<file path="src/rtl/slicer_pkg.sv">
package slicer_pkg;
  typedef enum logic [1:0] {
    SL_HOLD = 2'd0,
    SL_SET  = 2'd1,
    SL_CLR  = 2'd2
  } slice_act_e;
endpackage

</file>
<file path="src/rtl/lvl_slicer.sv">
module lvl_slicer #(
  parameter int W = 8
) (
  input  logic         clk,
  input  logic         rst,
  input  logic         smp_vld,
  input  logic [W-1:0] smp_lvl,
  input  logic [W-1:0] thr_on,
  input  logic [W-1:0] thr_off,
  output logic         take,
  output logic         raw_d,
  output logic         raw_q
);
  import slicer_pkg::*;

  function automatic logic band_ok(input logic [W-1:0] hi, input logic [W-1:0] lo);
    return hi > lo;
  endfunction

  function automatic slice_act_e classify(input logic [W-1:0] v,
                                          input logic [W-1:0] hi,
                                          input logic [W-1:0] lo);
    if (v >= hi) return SL_SET;
    if (v <= lo) return SL_CLR;
    return SL_HOLD;
  endfunction

  slice_act_e act;
  logic       cfg_ok;

  assign cfg_ok = band_ok(thr_on, thr_off);
  assign take   = smp_vld && cfg_ok;
  assign act    = classify(smp_lvl, thr_on, thr_off);

  always_comb begin
    raw_d = raw_q;
    if (take) begin
      case (act)
        SL_SET:  raw_d = 1'b1;
        SL_CLR:  raw_d = 1'b0;
        default: raw_d = raw_q;
      endcase
    end
  end

  always_ff @(posedge clk) begin
    if (rst) raw_q <= 1'b0;
    else     raw_q <= raw_d;
  end

  // a sample at or above the upper threshold sets the slicer
  p_set_r2: assert property (@(posedge clk) disable iff (rst)
    (smp_vld && (thr_on > thr_off) && (smp_lvl >= thr_on)) |=> raw_q);

  // a sample inside the band keeps the slicer state
  p_band_hold_r4: assert property (@(posedge clk) disable iff (rst)
    (smp_vld && (smp_lvl > thr_off) && (smp_lvl < thr_on)) |=> $stable(raw_q));

  // an unusable threshold order freezes the slicer
  p_cfg_freeze_r7: assert property (@(posedge clk) disable iff (rst)
    (thr_on <= thr_off) |=> $stable(raw_q));
endmodule

</file>
<file path="src/rtl/gap_oneshot.sv">
module gap_oneshot #(
  parameter int W = 8
) (
  input  logic         clk,
  input  logic         rst,
  input  logic         take,
  input  logic         fire,
  input  logic [W-1:0] hold_len,
  output logic [W-1:0] cnt_q,
  output logic         busy_d
);
  localparam logic [W-1:0] ZERO = '0;
  localparam logic [W-1:0] ONE  = {{(W-1){1'b0}}, 1'b1};

  function automatic logic [W-1:0] step(input logic [W-1:0] c);
    return (c == ZERO) ? ZERO : c - ONE;
  endfunction

  logic [W-1:0] cnt_d;

  always_comb begin
    cnt_d = cnt_q;
    if (fire)      cnt_d = hold_len;
    else if (take) cnt_d = step(cnt_q);
  end

  assign busy_d = (cnt_d != ZERO);

  always_ff @(posedge clk) begin
    if (rst) cnt_q <= ZERO;
    else     cnt_q <= cnt_d;
  end

  // every lit-judged sample loads the full reload value
  p_reload_r6: assert property (@(posedge clk) disable iff (rst)
    fire |=> (cnt_q == $past(hold_len)));

  // a dark sample takes exactly one step off a running count
  p_countdown_r5: assert property (@(posedge clk) disable iff (rst)
    (take && !fire && (cnt_q != ZERO)) |=> (cnt_q == $past(cnt_q) - ONE));

  // without an accepted sample the count holds
  p_idle_hold_r8: assert property (@(posedge clk) disable iff (rst)
    !take |=> $stable(cnt_q));
endmodule

</file>
<file path="src/rtl/hyst_gap_slicer.sv">
module hyst_gap_slicer #(
  parameter int W = 8
) (
  input  logic         clk,
  input  logic         rst,
  input  logic         smp_vld,
  input  logic [W-1:0] smp_lvl,
  input  logic [W-1:0] thr_on,
  input  logic [W-1:0] thr_off,
  input  logic [W-1:0] hold_len,
  output logic         lit
);
  logic         take;
  logic         raw_d;
  logic         raw_q;
  logic         fire;
  logic         busy_d;
  logic [W-1:0] cnt_q;
  logic         lit_q;

  lvl_slicer #(.W(W)) u_slice (
    .clk(clk), .rst(rst), .smp_vld(smp_vld), .smp_lvl(smp_lvl),
    .thr_on(thr_on), .thr_off(thr_off),
    .take(take), .raw_d(raw_d), .raw_q(raw_q)
  );

  assign fire = take && raw_d;

  gap_oneshot #(.W(W)) u_shot (
    .clk(clk), .rst(rst), .take(take), .fire(fire),
    .hold_len(hold_len), .cnt_q(cnt_q), .busy_d(busy_d)
  );

  always_ff @(posedge clk) begin
    if (rst)       lit_q <= 1'b0;
    else if (take) lit_q <= raw_d || busy_d;
  end

  assign lit = lit_q;

  // the output falls only with the slicer dark and the count empty
  p_fall_clean_r3: assert property (@(posedge clk) disable iff (rst)
    $fell(lit_q) |-> (!raw_q && (cnt_q == '0)));

  // a running count always shows as lit
  p_busy_lit_r5: assert property (@(posedge clk) disable iff (rst)
    (cnt_q != '0) |-> lit_q);

  // idle cycles leave the output alone
  p_idle_out_r8: assert property (@(posedge clk) disable iff (rst)
    !smp_vld |=> $stable(lit_q));

  // reset clears the output
  p_reset_r1: assert property (@(posedge clk)
    rst |=> !lit_q);
endmodule

</file>
<file path="config.mk">
export PLATFORM = sky130hd
export DESIGN_NAME = hyst_gap_slicer
export DESIGN_NICKNAME = d
export VERILOG_FILES = /design/src/rtl/slicer_pkg.sv /design/src/rtl/lvl_slicer.sv /design/src/rtl/gap_oneshot.sv /design/src/rtl/hyst_gap_slicer.sv
export SDC_FILE = /design/constraint.sdc
export NUM_CORES = 1
export LEC_CHECK = 0
export ABC_AREA = 1
export BUFFER_PORTS_ARGS = -buffer_cell sky130_fd_sc_hd__buf_2
export CAP_MARGIN = 5
export CELL_PAD_IN_SITES_DETAIL_PLACEMENT = 0
export CELL_PAD_IN_SITES_GLOBAL_PLACEMENT = 1
export CORE_ASPECT_RATIO = 0.9
export CORE_MARGIN = 8
export CORE_UTILIZATION = 30
export DETAILED_ROUTE_END_ITERATION = 16
export HOLD_SLACK_MARGIN = 0.1
export MAX_ROUTING_LAYER = met4
export PLACE_DENSITY_LB_ADDON = 0.1
export SLEW_MARGIN = 20
export SYNTH_ARGS = -nofsm -noshare
export SYNTH_HDL_FRONTEND = slang
export SYNTH_SLANG_ARGS = --single-unit
</file>
<file path="constraint.sdc">
create_clock -name clk -period 2.4 [get_ports clk]
set_clock_uncertainty 0.2 [all_clocks]
set_input_delay 0 -clock clk [delete_from_list [all_inputs] [get_ports clk]]
set_output_delay 0 -clock clk [all_outputs]
set_load 0.005 [all_outputs]
</file>
==> impl_metrics.env <==
export IMPL_period_minus_slack_ns=2.14
export IMPL_floorplan_rows=22
export IMPL_multiInputGateArea_sq_um=982
export IMPL_fin_area_sq_um=1710
export IMPL_worst_hold_slack_ns=0.210
export IMPL_maxSlewViolCount=0
export IMPL_wirelength_mm=3.43
export IMPL_slew_headroom_pct=82.5
export IMPL_die_w_microns=85.5
export IMPL_die_h_microns=78.6
export IMPL_tritoncts="yes"
export IMPL_routedWlPerCell_microns=11.2
export IMPL_final_cell_mix="56 x nand2_1, 35 x buf_2, 33 x inv_1"
export IMPL_synth_flop_cell="dfxtp_1"
export IMPL_root_buffer="clkbuf_8"
export IMPL_gp_congestion=0.743
export IMPL_syn_nets=268
export IMPL_postSynthAreaPerCell_sq_um=6.27
export IMPL_total_power_mw=1.09
export IMPL_grt_antenna_before_repair=0
export IMPL_fin_crit_sh_pct=89.2
export IMPL_final_util_pct=41.3
export IMPL_post_place_ws_ns=0.134
export IMPL_worstMarginPinSlew_ns=0.261
export IMPL_vias=1392
export IMPL_leakagePower_nw=0.977
export IMPL_dp_cells=292
export IMPL_cp_max_fo=4
export IMPL_tns_ns=0
export IMPL_n_antenna_cell=0
export IMPL_crit_path_start_kind="register"
export IMPL_areaGrowthSynthToFinish_pct=30.7
export IMPL_setup_viol=0
export IMPL_grt_pass1_wl_mm=5.88
export IMPL_fill_cells=448
export IMPL_final_cells=305
export IMPL_crit_type="register to register"
export IMPL_core_area_sq_um=4130
export IMPL_io_buffers=35
export IMPL_async_reset_ff_share_pct=0
export IMPL_endpoint_kind="register"
export IMPL_synth_top_cell_area_share_pct=24.0
export IMPL_fin_nets=319
export IMPL_power_density_nw_per_um2=642
export IMPL_placed_cell_area_sq_um=1550
export IMPL_seqCellArea_sq_um=200
export IMPL_numCtsBuffers=3
export IMPL_yosys_cell_types_count=22
export IMPL_reg2reg_slack_ns=0.26
export IMPL_overflow=0
export IMPL_r2r_end="lit"
export IMPL_cp_required_ns=2.32
export IMPL_cp_arrival_ns=2.06
export IMPL_clkSlewWorstSetupHoldPaths_ns=0.05
export IMPL_cts_setup_buffers=0
export IMPL_drc=0
export IMPL_final_common_cell="nand2_1"
export IMPL_min_from="thr_off[0]"
export IMPL_dp_hpwl_mm=2.90
export IMPL_holdPathEnd="u_slice.raw_q"
export IMPL_clock_sinks=10
export IMPL_syn_inst=208
export IMPL_drt_vias_per_instance=4.56
export IMPL_first_pass_iters=4
export IMPL_vdd_drop_max_uv=460
export IMPL_ff2ff_path_depth=15
export IMPL_grtUsageTotal_pct=10.8
export IMPL_ant_nets=0
export IMPL_die_area_sq_um=6720
export IMPL_cts_buffer_depth=2
export IMPL_syn_area_sq_um=1310
export IMPL_drt_initial_drc_count=58
export IMPL_worst_hold_path_type="primary input to register"
export IMPL_ys_seq_elements=10
export IMPL_crit_start="u_shot.cnt_q[0]"
export IMPL_grt_pass1_vias=1344
export IMPL_synthTopCellsByArea="ha_1 24%, nand2_1 16%, dfxtp_1 15%"
export IMPL_holdPathStages=7
export IMPL_hold_viol=0
export IMPL_boundaryPins=36
export IMPL_initial_core_util_pct=31.6
export IMPL_synth_top_area_cell="ha_1"
export IMPL_rr_startpoint="u_shot.cnt_q[0]"
export IMPL_yosys_warnings=0
export IMPL_rsz0062_at_grt="false"
export IMPL_ys_seq_area_share_pct=15.3
export IMPL_setup_ws_ns=0.259
export IMPL_grt_max_degree=18
export IMPL_maxCapViolCount=0
export IMPL_synth_edff_count=0
export IMPL_timing_fmax_mhz=467
export IMPL_cts_htree_levels=1
export IMPL_status="complete, no violations"
export IMPL_clock_latency_ns=0.23
export IMPL_drive_above_1_share_pct=20.2
-- worst max-delay path: stages, from the launching register on --
cell and delay [ns]:
dfxtp_1 0.31, inv_1 0.12, ha_1 0.20, inv_1 0.06
nor3_2 0.14, buf_4 0.15, nand2_1 0.06, xor2_1 0.15
nand3_1 0.10, o21ai_0 0.09, nand2_1 0.12, nand2_1 0.06
nor2_1 0.10, nand2_1 0.06, nor2_1 0.08, nor2_1 0.04
-- kinds of logic (layout without fill, tap and decap cells) --
group                    count (synthesis)  after routing  synth area share [%]
XOR/XNOR                                 4              4                  2.69
AND/OR/NAND/NOR                        105            105                  35.2
flip-flops                              10             10                  15.3
adder cells (fa/ha/maj)                 25             25                  24.0
buffers and inverters                   35             84                  10.4
AO/OA/AOI/OAI                           29             29                  12.5
-- layout make-up --
class                           instances  share of cell area [%]
Tap cell                               48                    3.52
Inverter                               33                    7.26
Timing Repair Buffer                   48                    17.5
Sequential cell                        10                    11.7
Clock buffer                            3                    2.42
Multi-Input combinational cell        163                    57.6
-- sequential cells by signal, summed over array words and instances (netlist names) --
register / cells
u_slice.raw_q: 1
u_shot.cnt_q: 8
lit: 1
-- how the worst max path moves through the flow --
stage,endpoint,slack (ns),cells past startpoint
finish,lit,0.26,15
global route,lit,0.03,15
CTS,lit,0.13,15
detailed placement,lit,0.13,15
global placement,lit,0.09,15
floorplan,lit,0.37,15
-- where the power goes --
group	total (mW)	switching [mW]	internal, mW
combinational	0.691	0.406	0.286
clock	0.169	0.0600	0.109
sequential	0.234	0.0310	0.203
total	1.09	0.497	0.598
-- Yosys cell counts (2+ instances only) --
master and number:
a21oi_1 18, dfxtp_1 10, ha_1 25, inv_1 33, nand2_1 56, nand2_2 3, nand2_4 3, nand3_1 14
nand4_1 4, nor2_1 21, nor3_1 2, o21ai_0 7, xor2_1 3
-- layer usage --
layer | global-route usage (%) | up-vias | wire, microns
met4 | 0.524 | 0 | 6
met5 | - | - | 0
li1 | - | 776 | -
met2 | 15.5 | 30 | 1380
met3 | 2.81 | 2 | 168
met1 | 15.2 | 584 | 1880
-- repair_timing --
action	4_1_cts	5_1_grt
hold buffers	10	0
hold endpoints to repair	10	0
resized for setup	0	3
endpoints found under the setup margin	0	1
Note: power is estimated with default switching activity, not from simulation.
